**config.mk**
```make
export PLATFORM = sky130hd
export DESIGN_NAME = lcd_cmd_seq
export DESIGN_NICKNAME = d
export VERILOG_FILES = /design/src/rtl/lcd_seq_pkg.sv /design/src/rtl/lcd_bus_engine.sv /design/src/rtl/lcd_seq_ctrl.sv /design/src/rtl/lcd_cmd_seq.sv
export SDC_FILE = /design/constraint.sdc
export NUM_CORES = 1
export LEC_CHECK = 0
export ABC_AREA = 1
export BUFFER_PORTS_ARGS = -buffer_cell sky130_fd_sc_hd__buf_2
export CORE_AREA = 8 8 99 119
export DETAILED_ROUTE_END_ITERATION = 10
export DIE_AREA = 0 0 107 127
export GPL_TIMING_DRIVEN = 0
export PLACE_DENSITY_LB_ADDON = 0.2
export SLEW_MARGIN = 20
export SYNTH_ARGS = -nofsm -noshare
export SYNTH_HDL_FRONTEND = slang
export SYNTH_SLANG_ARGS = --single-unit
```
**constraint.sdc**
```tcl
create_clock -name clk -period 1.6 [get_ports clk]
set_input_delay 0.32 -clock clk [delete_from_list [all_inputs] [get_ports clk]]
set_output_delay 0.32 -clock clk [all_outputs]
set_load 0.01 [all_outputs]
```
**src/rtl/lcd_seq_pkg.sv**
```systemverilog
package lcd_seq_pkg;

  typedef enum logic [2:0] {
    OP_INIT  = 3'd0,
    OP_PUTC  = 3'd1,
    OP_CLEAR = 3'd2,
    OP_HOME  = 3'd3,
    OP_GOTO  = 3'd4,
    OP_LINE2 = 3'd5,
    OP_LEFT  = 3'd6,
    OP_RIGHT = 3'd7
  } lcd_op_e;

  localparam logic [6:0] LAST_COL = 7'h27;

  // number of plain writes a request makes before any wrap correction
  function automatic logic [2:0] write_count(lcd_op_e op);
    return (op == OP_INIT) ? 3'd4 : 3'd1;
  endfunction

  // byte written at a given step of a request
  function automatic logic [7:0] step_byte(lcd_op_e op, logic [1:0] step, logic [7:0] arg);
    logic [7:0] b;
    case (op)
      OP_INIT: begin
        case (step)
          2'd0, 2'd1: b = 8'h38;
          2'd2:       b = 8'h06;
          default:    b = 8'h0E;
        endcase
      end
      OP_PUTC:  b = arg;
      OP_CLEAR: b = 8'h01;
      OP_HOME:  b = 8'h02;
      OP_GOTO:  b = {1'b1, arg[6:0]};
      OP_LINE2: b = 8'hC0;
      OP_LEFT:  b = 8'h10;
      default:  b = 8'h14;
    endcase
    return b;
  endfunction

  function automatic logic is_data(lcd_op_e op);
    return op == OP_PUTC;
  endfunction

  function automatic logic is_shift(lcd_op_e op);
    return (op == OP_LEFT) || (op == OP_RIGHT);
  endfunction

  function automatic logic past_last_col(logic [6:0] addr);
    return addr > LAST_COL;
  endfunction

  // correction command after a shift that ran past the last column
  function automatic logic [7:0] wrap_byte(lcd_op_e op);
    return (op == OP_LEFT) ? {1'b1, LAST_COL} : 8'h02;
  endfunction

endpackage

```
**src/rtl/lcd_bus_engine.sv**
```systemverilog
module lcd_bus_engine #(
  parameter int SETUP_CYC = 12,
  parameter int EN_CYC    = 113,
  parameter int HOLD_CYC  = 3
) (
  input  logic       clk,
  input  logic       rst_n,
  input  logic       go,
  input  logic       is_read,
  input  logic       rs_in,
  input  logic       sel_in,
  input  logic [7:0] wdata,
  output logic       done,
  output logic [7:0] rdata,
  output logic       bus_rs,
  output logic       bus_rw,
  output logic       bus_e1,
  output logic       bus_e2,
  output logic [7:0] bus_dout,
  output logic       bus_doe,
  input  logic [7:0] bus_din
);

  localparam int MAX_SE = (SETUP_CYC > EN_CYC) ? SETUP_CYC : EN_CYC;
  localparam int MAXC   = (MAX_SE > HOLD_CYC) ? MAX_SE : HOLD_CYC;
  localparam int CW     = $clog2(MAXC + 1);
  localparam logic [CW-1:0] SETUP_LAST = CW'(SETUP_CYC - 1);
  localparam logic [CW-1:0] EN_LAST    = CW'(EN_CYC - 1);
  localparam logic [CW-1:0] HOLD_LAST  = CW'(HOLD_CYC - 1);

  typedef enum logic [1:0] {PH_IDLE, PH_SETUP, PH_EN, PH_HOLD} phase_e;

  phase_e        ph_q;
  logic [CW-1:0] cnt_q;
  logic          rs_q, rw_q, sel_q;
  logic [7:0]    dout_q, rdata_q;

  always_ff @(posedge clk or negedge rst_n) begin
    if (!rst_n) begin
      ph_q    <= PH_IDLE;
      cnt_q   <= '0;
      rs_q    <= 1'b0;
      rw_q    <= 1'b1;
      sel_q   <= 1'b0;
      dout_q  <= 8'h00;
      rdata_q <= 8'h00;
    end else begin
      case (ph_q)
        PH_IDLE: if (go) begin
          rs_q   <= rs_in;
          rw_q   <= is_read;
          sel_q  <= sel_in;
          dout_q <= is_read ? 8'h00 : wdata;
          cnt_q  <= '0;
          ph_q   <= PH_SETUP;
        end
        PH_SETUP: if (cnt_q == SETUP_LAST) begin
          cnt_q <= '0;
          ph_q  <= PH_EN;
        end else cnt_q <= cnt_q + 1'b1;
        PH_EN: if (cnt_q == EN_LAST) begin
          cnt_q <= '0;
          ph_q  <= PH_HOLD;
          if (rw_q) rdata_q <= bus_din;
        end else cnt_q <= cnt_q + 1'b1;
        default: if (cnt_q == HOLD_LAST) begin
          cnt_q <= '0;
          ph_q  <= PH_IDLE;
          rw_q  <= 1'b1;
          rs_q  <= 1'b0;
        end else cnt_q <= cnt_q + 1'b1;
      endcase
    end
  end

  assign done     = (ph_q == PH_HOLD) && (cnt_q == HOLD_LAST);
  assign rdata    = rdata_q;
  assign bus_rs   = rs_q;
  assign bus_rw   = rw_q;
  assign bus_e1   = (ph_q == PH_EN) && !sel_q;
  assign bus_e2   = (ph_q == PH_EN) && sel_q;
  assign bus_dout = dout_q;
  assign bus_doe  = (ph_q != PH_IDLE) && !rw_q;

  // strobe width measured at the pins
  logic        e_any;
  logic [15:0] e_run_q;
  assign e_any = bus_e1 || bus_e2;

  always_ff @(posedge clk or negedge rst_n) begin
    if (!rst_n)     e_run_q <= '0;
    else if (e_any) e_run_q <= e_run_q + 16'd1;
    else            e_run_q <= '0;
  end

  assert_en_width_R1: assert property (@(posedge clk) disable iff (!rst_n)
    $fell(e_any) |-> (e_run_q == 16'(EN_CYC)));

  assert_ctrl_stable_R1: assert property (@(posedge clk) disable iff (!rst_n)
    (ph_q != PH_IDLE && $past(ph_q) != PH_IDLE) |->
      ($stable(bus_rs) && $stable(bus_rw) && $stable(bus_dout) && $stable(sel_q)));

endmodule

```
**src/rtl/lcd_seq_ctrl.sv**
```systemverilog
module lcd_seq_ctrl
  import lcd_seq_pkg::*;
(
  input  logic       clk,
  input  logic       rst_n,
  input  logic       req,
  input  lcd_op_e    op,
  input  logic [7:0] arg,
  input  logic       sel,
  output logic       ready,
  output logic       eng_go,
  output logic       eng_read,
  output logic       eng_rs,
  output logic       eng_sel,
  output logic [7:0] eng_wdata,
  input  logic       eng_done,
  input  logic [7:0] eng_rdata
);

  typedef enum logic [2:0] {S_IDLE, S_POLL_GO, S_POLL_WT, S_WR_GO, S_WR_WT} state_e;

  state_e     st_q;
  lcd_op_e    op_q;
  logic [7:0] arg_q, wdata_q;
  logic       sel_q, rs_q, check_q, fix_q;
  logic [1:0] step_q;
  logic       more_steps;

  assign more_steps = ({1'b0, step_q} + 3'd1) < write_count(op_q);

  always_ff @(posedge clk or negedge rst_n) begin
    if (!rst_n) begin
      st_q    <= S_IDLE;
      op_q    <= OP_INIT;
      arg_q   <= 8'h00;
      wdata_q <= 8'h00;
      sel_q   <= 1'b0;
      rs_q    <= 1'b0;
      check_q <= 1'b0;
      fix_q   <= 1'b0;
      step_q  <= 2'd0;
    end else begin
      case (st_q)
        S_IDLE: if (req) begin
          op_q    <= op;
          arg_q   <= arg;
          sel_q   <= sel;
          step_q  <= 2'd0;
          check_q <= 1'b0;
          fix_q   <= 1'b0;
          st_q    <= S_POLL_GO;
        end
        S_POLL_GO: st_q <= S_POLL_WT;
        S_POLL_WT: if (eng_done) begin
          if (eng_rdata[7]) begin
            st_q <= S_POLL_GO;
          end else if (check_q) begin
            check_q <= 1'b0;
            if (past_last_col(eng_rdata[6:0])) begin
              wdata_q <= wrap_byte(op_q);
              rs_q    <= 1'b0;
              st_q    <= S_WR_GO;
            end else begin
              st_q <= S_IDLE;
            end
          end else begin
            wdata_q <= step_byte(op_q, step_q, arg_q);
            rs_q    <= is_data(op_q);
            st_q    <= S_WR_GO;
          end
        end
        S_WR_GO: st_q <= S_WR_WT;
        default: if (eng_done) begin
          if (!fix_q && more_steps) begin
            step_q <= step_q + 2'd1;
            st_q   <= S_POLL_GO;
          end else if (!fix_q && is_shift(op_q)) begin
            check_q <= 1'b1;
            fix_q   <= 1'b1;
            st_q    <= S_POLL_GO;
          end else begin
            st_q <= S_IDLE;
          end
        end
      endcase
    end
  end

  assign ready     = (st_q == S_IDLE);
  assign eng_go    = (st_q == S_POLL_GO) || (st_q == S_WR_GO);
  assign eng_read  = (st_q == S_POLL_GO);
  assign eng_rs    = eng_read ? 1'b0 : rs_q;
  assign eng_sel   = sel_q;
  assign eng_wdata = wdata_q;

  assert_accept_drops_ready_R11: assert property (@(posedge clk) disable iff (!rst_n)
    (req && ready) |=> !ready);

endmodule

```
**src/rtl/lcd_cmd_seq.sv**
```systemverilog
module lcd_cmd_seq
  import lcd_seq_pkg::*;
#(
  parameter int SETUP_CYC = 12,
  parameter int EN_CYC    = 113,
  parameter int HOLD_CYC  = 3
) (
  input  logic       clk,
  input  logic       rst_n,
  input  logic       req,
  input  logic [2:0] op,
  input  logic [7:0] arg,
  input  logic       sel,
  output logic       ready,
  output logic       lcd_rs,
  output logic       lcd_rw,
  output logic       lcd_e1,
  output logic       lcd_e2,
  output logic [7:0] lcd_d_out,
  output logic       lcd_d_oe,
  input  logic [7:0] lcd_d_in
);

  logic       eng_go, eng_read, eng_rs, eng_sel, eng_done;
  logic [7:0] eng_wdata, eng_rdata;

  lcd_seq_ctrl u_ctrl (
    .clk       (clk),
    .rst_n     (rst_n),
    .req       (req),
    .op        (lcd_op_e'(op)),
    .arg       (arg),
    .sel       (sel),
    .ready     (ready),
    .eng_go    (eng_go),
    .eng_read  (eng_read),
    .eng_rs    (eng_rs),
    .eng_sel   (eng_sel),
    .eng_wdata (eng_wdata),
    .eng_done  (eng_done),
    .eng_rdata (eng_rdata)
  );

  lcd_bus_engine #(
    .SETUP_CYC (SETUP_CYC),
    .EN_CYC    (EN_CYC),
    .HOLD_CYC  (HOLD_CYC)
  ) u_bus (
    .clk      (clk),
    .rst_n    (rst_n),
    .go       (eng_go),
    .is_read  (eng_read),
    .rs_in    (eng_rs),
    .sel_in   (eng_sel),
    .wdata    (eng_wdata),
    .done     (eng_done),
    .rdata    (eng_rdata),
    .bus_rs   (lcd_rs),
    .bus_rw   (lcd_rw),
    .bus_e1   (lcd_e1),
    .bus_e2   (lcd_e2),
    .bus_dout (lcd_d_out),
    .bus_doe  (lcd_d_oe),
    .bus_din  (lcd_d_in)
  );

  // last completed status read: clear flag and the controller it came from
  logic strobe_any, poll_clear_q, poll_sel_q;
  assign strobe_any = lcd_e1 || lcd_e2;

  always_ff @(posedge clk or negedge rst_n) begin
    if (!rst_n) begin
      poll_clear_q <= 1'b0;
      poll_sel_q   <= 1'b0;
    end else if (eng_done && lcd_rw) begin
      poll_clear_q <= !eng_rdata[7];
      poll_sel_q   <= eng_sel;
    end else if (eng_done) begin
      poll_clear_q <= 1'b0;
    end
  end

  assert_clear_before_write_R3: assert property (@(posedge clk) disable iff (!rst_n)
    ($rose(strobe_any) && !lcd_rw) |-> (poll_clear_q && (poll_sel_q == lcd_e2)));

  assert_idle_no_strobe_R11: assert property (@(posedge clk) disable iff (!rst_n)
    strobe_any |-> !ready);

  assert_read_no_drive_R2: assert property (@(posedge clk) disable iff (!rst_n)
    (strobe_any && lcd_rw) |-> (!lcd_d_oe && !lcd_rs));

endmodule

```
# Yosys cells after proc, flatten, opt, wreduce, memory -nomap -nowiden
# Index checks and enable logic that the tools add are counted.
# Widths: inputs -> output; s select.
[totals]
ff_bits = 56
output_inout_bits = 14
[classes]
add_sub_neg = 3
n_lt_le_gt_ge = 2
eq_ne = 27
n_mux = 47
n_bitwise = 4
reduce_logical = 37
[op_table]
columns = ["cell", "n"]
rows = [
  ["$pmux 8 s7", 1],
  ["$mux 8", 4],
  ["$mux 7", 4],
  ["$pmux 7 s3", 1],
  ["$mux 2", 9],
  ["$mux 3", 6],
  ["$mux 1", 14],
  ["$eq 3x2->1 const B", 4],
  ["$eq 3x3->1 const B", 4],
  ["$ne 2x2->1 const B", 6],
  ["$pmux 3 s4", 1],
  ["$pmux 6 s2", 1],
  ["$reduce_and 4->1", 3],
  ["$reduce_bool 2->1", 5],
  ["$reduce_and 3->1", 3],
  ["$reduce_bool 4->1", 2],
  ["$add 7x1->7 const B", 1],
  ["$eq 7x2->1 const B", 1],
  ["$eq 7x4->1 const B", 1],
  ["$eq 7x7->1 const B", 1],
  ["$gt 7x6->1 const B", 1],
  ["$reduce_and 7->1", 1],
  ["$eq 2x2->1 const B", 3],
  ["$eq 3x1->1 const B", 2],
  ["other kinds (21)", 41],
]

# Longest topological paths before layout
# Gate-level depths: netlist (run 1).
[logic_depth]
ltp_word = 7
ltp_mapped = 11
mapped_depth_nobuf = 11

# By module
# A second synthesis (run 1) with hierarchy kept.
[unflattened]
cells_unflattened = 362
hier_area_um2 = 3081.7
[modules_own_cells]
columns = ["mod", "n_inst", "cells_per_inst", "area_each_um2"]
rows = [
  ["lcd_seq_ctrl", 1, 206, 1580.3],
  ["lcd_bus_engine", 1, 156, 1501.4],
]

# Worst setup path after synthesis (run 1)
# Ideal clock, no wire load.
[synth_path]
path_type = "reg-to-reg"
startpoint = "register u_ctrl.op_q[2]"
endpoint = "register u_ctrl.step_q[1]"
setup_time_ps = 121
arrival_ps = 1390
t_required_ps = 1479
path_slack_ps = 89
path_stages_with_launch = 10
path_buffers = 0
period_less_slack_ps = 1511
cell_sequence = "dfrtp_1 -> nor2_1 -> nand2_2 -> ha_1 -> nand2_1 -> nand2_1 -> nand2_1 -> nand3_1 -> nand2_1 -> o21ai_1"
[synth_via]
elab_chain_cells = 6
[synth_rtl]
columns = ["element", "line_no", "rtl"]
rows = [
  ["start: declaration", "lcd_seq_ctrl.sv:23", "lcd_op_e op_q;"],
  ["start signal: assignment", "lcd_seq_ctrl.sv:45", "op_q <= op;"],
  ["$logic_not 3->1", "lcd_seq_pkg.sv:18", "return (op == OP_INIT) ? 3'd4 : 3'd1;"],
  ["$mux 3", "lcd_seq_pkg.sv:18", ""],
  ["$lt 3x3->1", "lcd_seq_ctrl.sv:29", "assign more_steps = ({1'b0, step_q} + 3'd1) < write_count(op_q);"],
  ["$logic_and 1x1->1", "lcd_seq_ctrl.sv:74", "if (!fix_q && more_steps) begin"],
  ["$reduce_bool 2->1 (no source line)", "n/a", ""],
  ["$reduce_and 4->1 (no source line)", "n/a", ""],
  ["end signal: assignment", "lcd_seq_ctrl.sv:75", "step_q <= step_q + 2'd1;"],
  ["end: declaration", "lcd_seq_ctrl.sv:26", "logic [1:0] step_q;"],
]
# Every way passes these cells.
# A chain may end at the register's enable or synchronous reset.

# Worst setup path in the final report (run 1)
[layout_path]
startpoint = "register u_bus.ph_q[1]"
endpoint = "output lcd_d_oe"
[layout_via]
elab_chain_cells = 2
[layout_rtl]
columns = ["element", "line_no", "rtl"]
rows = [
  ["start: declaration", "lcd_bus_engine.sv:33", "phase_e ph_q;"],
  ["start signal: assignment", "lcd_bus_engine.sv:40", "ph_q <= PH_IDLE;"],
  ["start signal: assignment", "lcd_bus_engine.sv:55", "ph_q <= PH_SETUP;"],
  ["start signal: assignment", "lcd_bus_engine.sv:59", "ph_q <= PH_EN;"],
  ["$reduce_bool 2->1", "lcd_bus_engine.sv:83", "assign bus_doe = (ph_q != PH_IDLE) && !rw_q;"],
  ["$logic_and 1x1->1", "lcd_bus_engine.sv:83", ""],
  ["end: declaration", "lcd_cmd_seq.sv:20", "output logic lcd_d_oe,"],
]
# Every way passes these cells.

==> flow_summary_export.csv, run 1 <==
group,metric,value,unit
status,status,"complete, no violations",
setup_path,startpoint_type,"register",
place,place_hpwl,5036,µm
synthesis,netlist_area,0.002893,mm²
cells_and_area,drive_above_1_share,29.71,%
run,maxCapViolCount,0,
setup_path,critical-path-top-delay-family,"flip-flops",
route,wl_per_cell,13.12,µm
synthesis,synth.distinct_cells,36,
sta,period_share,98.22,%
grt,grt-ovfl-total,0,
die,start_util,29.34,%
sta,fin_ws,0.02845,ns
cells_and_area,mostFrequentLayoutCell,"nand2_1",
cells_and_area,finalNonFillerCells,540,
cells_and_area,fillerInstances,1030,
clocking,htreeDepth,2,
cells_and_area,diodes,0,
sta,slew_headroom,54.07,%
sta,drv_slew,0,
place,port_buffers,33,
cells_and_area,syn2layout_area_growth,29.67,%
synthesis,ys.warnings.count,0,
sta,max_freq,636.3,MHz
route,drc,0,
route,wl,7084,µm
setup_path,crit_chain,"inv_2 > ha_4 > buf_6 > nor2_4 > buf_6",
route,vias_per_cell,4.554,
grt,grt.total_usage,10.36,%
die,die_area,0.01359,mm²
grt,grt_first_pass_wirelength,11410,µm
synthesis,synth_area_per_cell,8.195,µm²
clocking,cts.sinks,53,
synthesis,synth_fp_nets,391,
die,rows,40,
grt,grt_max_degree,54,
setup_path,cp.arrival,1.25,ns
grt,grt_pass1_vias,2439,
route,vias,2459,
sta,fin_skew,0.008661,ns
setup_path,critical_path_buf_inv_count,3,
setup_path,crit_path_end_kind,"primary output",
clocking,cts_hold_buf,0,
place,gp_congestion,0.7768,
sta,worst_pin_slew,0.6890,ns
power,power,2771,µW
setup_path,r2r_slack,0.06,ns
route,ant_nets,0,
sta,setup_viol,0,
worst_hold_path,hp-class,"input pin to async pin",
cells_and_area,layout.nets,451,
clocking,cts_buffer_depth,2,
clocking,clk_pin_slew_worst_paths,0.08,ns
die,ios,37,
setup_path,path_common_cell,"buf_6",
route,drt_iter0_drc,84,
route,dr.pass1.iters,4,
die,die_w,107,µm
setup_path,critPathSlowestCell,"dfrtp_2",
sta,fin_crit,1.572,ns
power,vdd_drop_max,0.3914,mV
sta,grt_setup_unrepaired,"true",
die,core-area,0.009859,mm²
place,placement.cell_area,0.003218,mm²
place,place_ws,-0.1833,ns
sta,timing.setup.tns,0,ns
cells_and_area,final_area,0.003751,mm²
cells_and_area,layout_common_cells,"100 x nand2_1, 50 x dfrtp_1, 32 x buf_2",
setup_path,slowest_delay,0.42,ns
clocking,cts_buffers,5,
clocking,clkLatencyLatePin,0.29,ns
setup_path,required,1.28,ns
clocking,cts.root.buffer_cell,"clkbuf_16",
clocking,cts_tree,"built",
synthesis,yosysSeqAreaShare,45.89,%
setup_path,critPathMaxFanout,5,
power,p_per_area,738.6,mW/mm²
power,cellLeakagePower,0.001858,µW
die,die_y,127,µm
sta,hold_viol,0,
setup_path,crit_type,"register to primary output",
grt,antenna_found_initial,0,
synthesis,ys_ff_latch,53,
synthesis,syn-instance-count,353,
place,place_inst,512,
registers in the layout, indices dropped and copies added (netlist names), 2 cells and up:
name	flops
u_bus.bus_dout	8
u_bus.cnt_q	7
u_bus.ph_q	2
u_bus.rdata	5
u_ctrl.arg_q	8
u_ctrl.eng_wdata	8
u_ctrl.op_q	3
u_ctrl.st_q	3
u_ctrl.step_q	2
Yosys cell counts, drive strengths merged:
| cell type | n | area share, % |
|---|---|---|
| a21oi | 13 | 2.2 |
| a22o | 1 | 0.30 |
| a31oi | 1 | 0.22 |
| buf | 4 | 0.86 |
| clkinv | 2 | 0.30 |
| dfrtp | 52 | 45 |
| dfstp | 1 | 0.91 |
| ha | 15 | 6.5 |
| inv | 41 | 5.3 |
| nand2 | 115 | 16 |
| nand3 | 28 | 5.6 |
| nand3b | 2 | 0.65 |
| nand4 | 2 | 0.43 |
| nor2 | 26 | 5.2 |
| nor3 | 6 | 1.4 |
| nor3b | 1 | 0.43 |
| o21ai | 30 | 5.3 |
| o21bai | 1 | 0.26 |
| o22ai | 4 | 0.86 |
| o31ai | 3 | 0.78 |
| xnor2 | 1 | 0.30 |
| xor2 | 4 | 1.2 |
area by class of cell:
class	count	area (µm²)	share of cell area [%]
Multi-Input combinational cell	253	1551	41.36
Sequential cell	53	1330	35.46
Timing Repair Buffer	53	324.1	8.639
Inverter	43	185.2	4.937
Tap cell	126	157.7	4.203
Clock buffer	5	125.1	3.336
Clock inverter	3	46.29	1.234
Buffer	4	31.28	0.8339
metrics by stage:
stage               utilization [%]  hold WS, ns
finish                        38.05      0.05831
global route                  38.05       0.1243
CTS                           35.39       0.1002
detailed placement            32.64       0.4148
global placement              32.61       0.4537
floorplan                         -      0.02441
kinds of logic (layout without fill, tap and decap cells):
| kind of cell | Yosys count | in the layout | synth area share [%] |
|---|---|---|---|
| buffers and inverters | 47 | 108 | 6.487 |
| AO/OA/AOI/OAI | 53 | 53 | 9.991 |
| adder cells (fa/ha/maj) | 15 | 15 | 6.488 |
| XOR/XNOR | 5 | 5 | 1.514 |
| AND/OR/NAND/NOR | 180 | 180 | 29.63 |
| flip-flops | 53 | 53 | 45.89 |
timing repair:
item | CTS | global route
buffers inserted | 6 | 14
endpoints found under the setup margin | 34 | 29
pin swaps | 3 | 13
gates resized for setup | 19 | 36
power by group:
part / switching [µW] / leakage [µW] / internal [µW]
logic: 82.1 / 0.00110 / 50.8
registers: 16.5 / 0.000681 / 1360
clock network: 521 / 0.0000800 / 742
total: 619 / 0.00186 / 2150
layer usage:
layer / global-route usage, % / routed length, µm
met1: 12.12 / 3122
met2: 18.36 / 3711
met3: 2.264 / 177
met4: 2.988 / 72
met5: 0 / 0
worst reg2reg max path: cells and delay by family, from the launching register on:
| kind | cells | cell delay, ns |
|---|---|---|
| AOI/OAI and AO/OA | 2 | 0.24 |
| adders and majority gates | 1 | 0.13 |
| buffers and inverters | 2 | 0.14 |
| DFF | 1 | 0.40 |
| and+or+nand+nor | 4 | 0.52 |
worst paths after layout:
kind / from / end / cells past startpoint
min in group clk: arg[0] / u_ctrl.arg_q[0]$_DFFE_PN0P_ / 3
setup reg to reg: u_bus.cnt_q[0]$_DFFE_PN0N_ / u_bus.ph_q[0]$_DFFE_PN0P_ / 9
hold / removal: rst_n / u_bus.cnt_q[0]$_DFFE_PN0N_ / 1
setup / recovery: u_bus.ph_q[1]$_DFFE_PN0P_ / lcd_d_oe / 5
hold reg to reg: u_bus.rdata[4]$_DFFE_PN0P_ / u_bus.rdata[4]$_DFFE_PN0P_ / 2
max in group asynchronous: rst_n / u_ctrl.op_q[0]$_DFFE_PN0P_ / 1
Note: power is estimated with default switching activity, not from simulation.
==> run 2: changes to the inputs <==
--- a/config.mk
+++ b/config.mk
@@ -6,7 +6,7 @@
 export NUM_CORES = 1
 export LEC_CHECK = 0
 export ABC_AREA = 1
-export BUFFER_PORTS_ARGS = -buffer_cell sky130_fd_sc_hd__buf_2
+export BUFFER_PORTS_ARGS = -buffer_cell sky130_fd_sc_hd__buf_4
 export CORE_AREA = 8 8 99 119
 export DETAILED_ROUTE_END_ITERATION = 10
 export DIE_AREA = 0 0 107 127
==> run 2 against run 1 <==
Core utilization increased by 0.48 points; count of clock-buffer cells in the layout is 1 higher; routed wire length shrank 1.9%; clock power decreased by 9%; die area unchanged; setup slack worse by 0.0025 ns; worst hold slack got worse by 0.0066 ns; largest power group unchanged.
==> flow_summary_export.csv, run 2 (synthesis gave the netlist of run 1 again) <==
group,metric,value,unit
sta,fin_crit,1.574,ns
sta,hold_viol,0,
sta,period_share,98.38,%
place,place_ws,-0.1620,ns
setup_path,critPathMaxFanout,5,
cells_and_area,layout_common_cells,"100 x nand2_1, 49 x buf_4, 48 x dfrtp_1",
cells_and_area,drive_above_1_share,31.63,%
route,wl_per_cell,12.94,µm
run,maxCapViolCount,0,
clocking,cts_tree,"built",
worst_hold_path,hp-class,"input pin to async pin",
die,start_util,29.34,%
status,status,"complete, no violations",
clocking,cts.root.buffer_cell,"clkbuf_16",
power,p_sw,616.6,µW
grt,antenna_found_initial,0,
setup_path,crit_type,"register to primary output",
die,core-area,0.009859,mm²
setup_path,crit_path_end_kind,"primary output",
grt,grt.total_usage,10.45,%
sta,grt_setup_unrepaired,"true",
cells_and_area,mostFrequentLayoutCell,"nand2_1",
die,die_y,127,µm
place,place_hpwl,5051,µm
setup_path,r2r_end,"u_ctrl.step_q[1]$_DFFE_PN0P_",
power,cellLeakagePower,0.001860,µW
power,clkPwrFrac,42.9,%
power,p_sw_share,23.10,%
sta,fin_skew,0.01420,ns
grt,grt_max_degree,54,
power,p_comb_share,5.6,%
sta,slew_headroom,52.78,%
route,dr.pass1.iters,4,
place,port_buffers,33,
setup_path,r2r_slack,0.06,ns
sta,fin_ws,0.02593,ns
setup_path,required,1.28,ns
grt,grt_first_pass_wirelength,11490,µm
die,die_w,107,µm
clocking,htreeDepth,2,
setup_path,path_common_cell,"buf_6",
route,vias,2449,
clocking,clk_pin_slew_worst_paths,0.08,ns
sta,setup_viol,0,
power,vdd_drop_max,0.4723,mV
setup_path,critPathSlowestCell,"dfrtp_2",
clocking,cts_buffer_depth,2,
setup_path,r2r-start,"u_bus.cnt_q[0]$_DFFE_PN0N_",
setup_path,slowest_delay,0.42,ns
sta,drv_slew,0,
sta,worst_pin_slew,0.7083,ns
cells_and_area,diodes,0,
grt,grt-ovfl-total,0,
power,p_per_area,702.6,mW/mm²
setup_path,startpoint_type,"register",
die,die_area,0.01359,mm²
sta,max_freq,635.3,MHz
clocking,cts_hold_buf,0,
die,ios,37,
clocking,clkLatencyLatePin,0.30,ns
route,drc,0,
setup_path,crit_chain,"inv_2 > ha_4 > buf_6 > nor2_4 > buf_6",
place,gp_congestion,0.7586,
clocking,cts_buffers,5,
route,wl,6950,µm
cells_and_area,layout.nets,448,
cells_and_area,syn2layout_area_growth,31.31,%
route,drt_iter0_drc,83,
setup_path,r2r_cells,10,
cells_and_area,final_util,38.53,%
power,internal_power,2052,µW
setup_path,cp.arrival,1.25,ns
route,ant_nets,0,
grt,grt_pass1_vias,2433,
route,vias_per_cell,4.561,
cells_and_area,fillerInstances,1000,
die,rows,40,
clocking,cts.sinks,53,
power,pwr-share-seq,51.5,%
==> run 2: cell type report <==
type,count,area [µm²],area share (%)
well taps,126,157.7,4.150
flip-flops and latches,53,1333,35.08
multi-input cells,253,1573,41.40
inverters,43,170.2,4.480
clock buffers,6,138.9,3.656
repair inverters,1,3.754,0.09881
repair buffers,49,375.4,9.881
plain buffers,4,31.28,0.8235
clock inverters,2,16.27,0.4282
==> run 2: timing repair <==
action,in CTS,in global routing
gates resized for setup,23,43
setup endpoints to repair,35,37
pin swaps,1,17
setup buffers,8,8
gates cloned,0,1
==> run 2: worst max-delay path by stage <==
stage	to	start	cells after the start
floorplan	u_ctrl.step_q[1]$_DFFE_PN0P_	u_ctrl.op_q[2]$_DFFE_PN0P_	9
global placement	u_bus.bus_dout[1]$_DFFE_PN0P_	u_bus.ph_q[0]$_DFFE_PN0P_	8
detailed placement	u_bus.bus_dout[7]$_DFFE_PN0P_	u_bus.ph_q[0]$_DFFE_PN0P_	8
CTS	lcd_d_oe	u_bus.ph_q[1]$_DFFE_PN0P_	5
global route	u_ctrl.step_q[1]$_DFFE_PN0P_	u_bus.cnt_q[0]$_DFFE_PN0N_	10
finish	lcd_d_oe	u_bus.ph_q[1]$_DFFE_PN0P_	5
==> run 2: worst max-delay path: cells and delay by family (launching register included) <==
kind	cells	cell delay, ns
adder cells (fa/ha/maj)	1	0.16
buffers and inverters	3	0.29
flip-flops	1	0.42
AND/OR/NAND/NOR	1	0.08
==> run 2: per-layer routing <==
layer  wire length (µm)  share of wire (%)  up-vias  global-route usage [%]
li1                   -                  -     1245                       -
met1               3017                 43     1169                   12.20
met2               3655                 53       29                   18.50
met3                192                2.8        6                   2.213
met5                  0                  0        -                       0
met4                 84                1.2        0                   3.237
==> run 2: power groups by stage <==
stage | Clock (µW) | Combinational, µW | Sequential, µW
detailed placement | 0 | 130 | 1400
CTS | 1190 | 136 | 1370
global placement | 0 | 128 | 1400
global route | 1230 | 169 | 1380
finish | 1150 | 148 | 1370
floorplan | 0 | 51.1 | 1400
==> run 2: through the flow <==
stage | instance area (µm²) | hold WS [ns] | power, µW | TNS [ns] | cells
2_1_floorplan | 2893 | 0.02441 | 1447 | 0 | 353
3_3_place_gp | 3298 | 0.4190 | 1527 | -1.791 | 512
3_5_place_dp | 3298 | 0.4237 | 1530 | -2.068 | 512
4_1_cts | 3578 | 0.09860 | 2701 | -0.01483 | 528
5_1_grt | 3799 | 0.1306 | 2778 | -0.2338 | 537
6_report | 3799 | 0.05167 | 2669 | 0 | 537
==> run 3: changes to the inputs <==
--- a/config.mk
+++ b/config.mk
@@ -11,6 +11,7 @@
 export DETAILED_ROUTE_END_ITERATION = 10
 export DIE_AREA = 0 0 107 127
 export GPL_TIMING_DRIVEN = 0
+export MAX_ROUTING_LAYER = met4
 export PLACE_DENSITY_LB_ADDON = 0.2
 export SLEW_MARGIN = 20
 export SYNTH_ARGS = -nofsm -noshare
==> run 3 against run 2 <==
Routed wire length is essentially flat; combinational power hardly changed; sequential power barely moved; final area up 0.36%.
==> flow_summary_export.csv, run 3 (synthesis gave the netlist of run 1 again) <==
group,metric,value,unit
clocking,cts.root.buffer_cell,"clkbuf_16",
die,core-area,0.009859,mm²
setup_path,path_common_cell,"buf_6",
grt,grt_first_pass_wirelength,11500,µm
status,status,"complete, no violations",
cells_and_area,finalNonFillerCells,538,
setup_path,r2r_slack,0.07,ns
setup_path,critPathMaxFanout,5,
sta,slew_headroom,53.05,%
clocking,clk_pin_slew_worst_paths,0.08,ns
power,internal_power,2053,µW
setup_path,r2r_end,"u_ctrl.check_q$_DFFE_PN0P_",
place,place_inst,512,
power,cellLeakagePower,0.001861,µW
place,gp_congestion,0.7685,
grt,antenna_found_initial,0,
power,p_sw_share,23.14,%
setup_path,r2r_cells,11,
cells_and_area,mostFrequentLayoutCell,"nand2_1",
setup_path,required,1.28,ns
sta,max_freq,635.4,MHz
place,place_ws,-0.1620,ns
sta,period_share,98.36,%
power,clkPwrFrac,42.9,%
power,pwr-share-seq,51.5,%
die,die_y,127,µm
setup_path,critical-path-top-delay-family,"flip-flops",
setup_path,critical_path_buf_inv_count,3,
setup_path,crit_path_end_kind,"primary output",
die,rows,40,
power,p_per_area,700.6,mW/mm²
grt,grt.total_usage,10.75,%
setup_path,crit_chain,"inv_2 > ha_4 > buf_6 > nor2_4 > buf_6",
setup_path,slowest_delay,0.42,ns
grt,grt-ovfl-total,0,
route,vias,2447,
grt,grt_pass1_vias,2432,
cells_and_area,fillerInstances,1001,
cells_and_area,layout.nets,449,
route,drt_iter0_drc,77,
setup_path,crit_type,"register to primary output",
power,p_sw,618.0,µW
route,dr.pass1.iters,4,
cells_and_area,final_util,38.67,%
cells_and_area,layout_common_cells,"100 x nand2_1, 51 x buf_4, 48 x dfrtp_1",
worst_hold_path,hp-class,"input pin to async pin",
clocking,cts_buffers,5,
setup_path,critPathSlowestCell,"dfrtp_2",
sta,drv_slew,0,
power,vdd_drop_max,0.4708,mV
run,maxCapViolCount,0,
cells_and_area,syn2layout_area_growth,31.79,%
place,place_hpwl,5051,µm
sta,fin_crit,1.574,ns
die,die_w,107,µm
sta,fin_skew,0.01370,ns
cells_and_area,drive_above_1_share,32.04,%
power,p_comb_share,5.6,%
sta,fin_ws,0.02627,ns
route,ant_nets,0,
die,die_area,0.01359,mm²
clocking,htreeDepth,2,
sta,hold_viol,0,
clocking,cts_tree,"built",
route,wl,6954,µm
die,start_util,29.34,%
route,wl_per_cell,12.93,µm
sta,worst_pin_slew,0.7043,ns
clocking,cts_buffer_depth,2,
setup_path,r2r-start,"u_bus.cnt_q[0]$_DFFE_PN0N_",
sta,grt_setup_unrepaired,"true",
die,ios,37,
place,port_buffers,33,
route,vias_per_cell,4.548,
setup_path,cp.arrival,1.25,ns
grt,grt_max_degree,54,
route,drc,0,
cells_and_area,diodes,0,
clocking,cts.sinks,53,
clocking,clkLatencyLatePin,0.30,ns
setup_path,startpoint_type,"register",
sta,setup_viol,0,
sta,whs,0.05107,ns
==> run 3: cell count changes in the layout (fill, tap and decap cells not counted) <==
cell,change
ha_2,+1
o21ai_1,-1
nand3_2,-1
nand3_4,+1
buf_6,-1
o21ai_0,+1
buf_4,+2
ha_1,-1
==> run 3: worst max-delay path by stage <==
stage                          startpoint                       endpoint  slack [ns]  cells past startpoint
4_1_cts         u_bus.ph_q[1]$_DFFE_PN0P_                       lcd_d_oe       -0.01                      5
5_1_grt        u_bus.cnt_q[0]$_DFFE_PN0N_     u_ctrl.check_q$_DFFE_PN0P_       -0.05                     11
3_3_place_gp    u_bus.ph_q[0]$_DFFE_PN0P_  u_bus.bus_dout[1]$_DFFE_PN0P_       -0.16                      8
3_5_place_dp    u_bus.ph_q[0]$_DFFE_PN0P_  u_bus.bus_dout[7]$_DFFE_PN0P_       -0.16                      8
6_report        u_bus.ph_q[1]$_DFFE_PN0P_                       lcd_d_oe        0.03                      5
2_1_floorplan  u_ctrl.op_q[2]$_DFFE_PN0P_   u_ctrl.step_q[1]$_DFFE_PN0P_        0.09                      9
==> run 3: metal layers <==
metal | GRT usage, % | routed length, µm
met4 | 3.237 | 84
met2 | 18.54 | 3670
met1 | 12.26 | 3032
met3 | 2.113 | 166
met5 | - | 0
==> run 3: metrics by stage <==
stage / cell area [µm²] / power [µW] / TNS, ns
3_3_place_gp: 3298 / 1527 / -1.791
4_1_cts: 3578 / 2701 / -0.01483
2_1_floorplan: 2893 / 1447 / 0
5_1_grt: 3812 / 2779 / -0.1848
3_5_place_dp: 3298 / 1530 / -2.068
6_report: 3812 / 2671 / 0
==> run 3: power groups by stage <==
stage,Combinational (µW),Clock (µW),Sequential (µW)
6_report,150,1150,1370
5_1_grt,170,1230,1380
4_1_cts,136,1190,1370
3_5_place_dp,130,0,1400
3_3_place_gp,128,0,1400
2_1_floorplan,51.1,0,1400
==> run 3: layout make-up <==
class,count,area [µm²],area share [%]
buffer,4,31.28,0.8205
clock buffer,6,138.9,3.643
clock inverter,2,16.27,0.4266
inverter,43,170.2,4.463
multi-input combinational,253,1583,41.52
sequential,53,1333,34.95
tap,126,157.7,4.135
timing repair buffer,50,379.1,9.944
timing repair inverter,1,3.754,0.09846
==> run 3: worst register-to-register path: stages, from the launching register on <==
cell,delay (ns)
dfrtp_1,0.40
inv_2,0.10
ha_4,0.13
inv_2,0.04
nor2_4,0.12
nand3_4,0.17
nand2_4,0.16
nand2_2,0.06
nor2_2,0.10
nand2_1,0.06
nand2_1,0.05
nand2_1,0.04
==> run 3: timing repair <==
item / 4_1_cts / 5_1_grt
endpoints found under the setup margin: 35 / 37
resized for setup: 23 / 43
setup buffers: 8 / 9
hold buffers: 0 / 0
gates cloned: 0 / 1
hold endpoints to repair: 0 / 0
pin swaps: 1 / 18
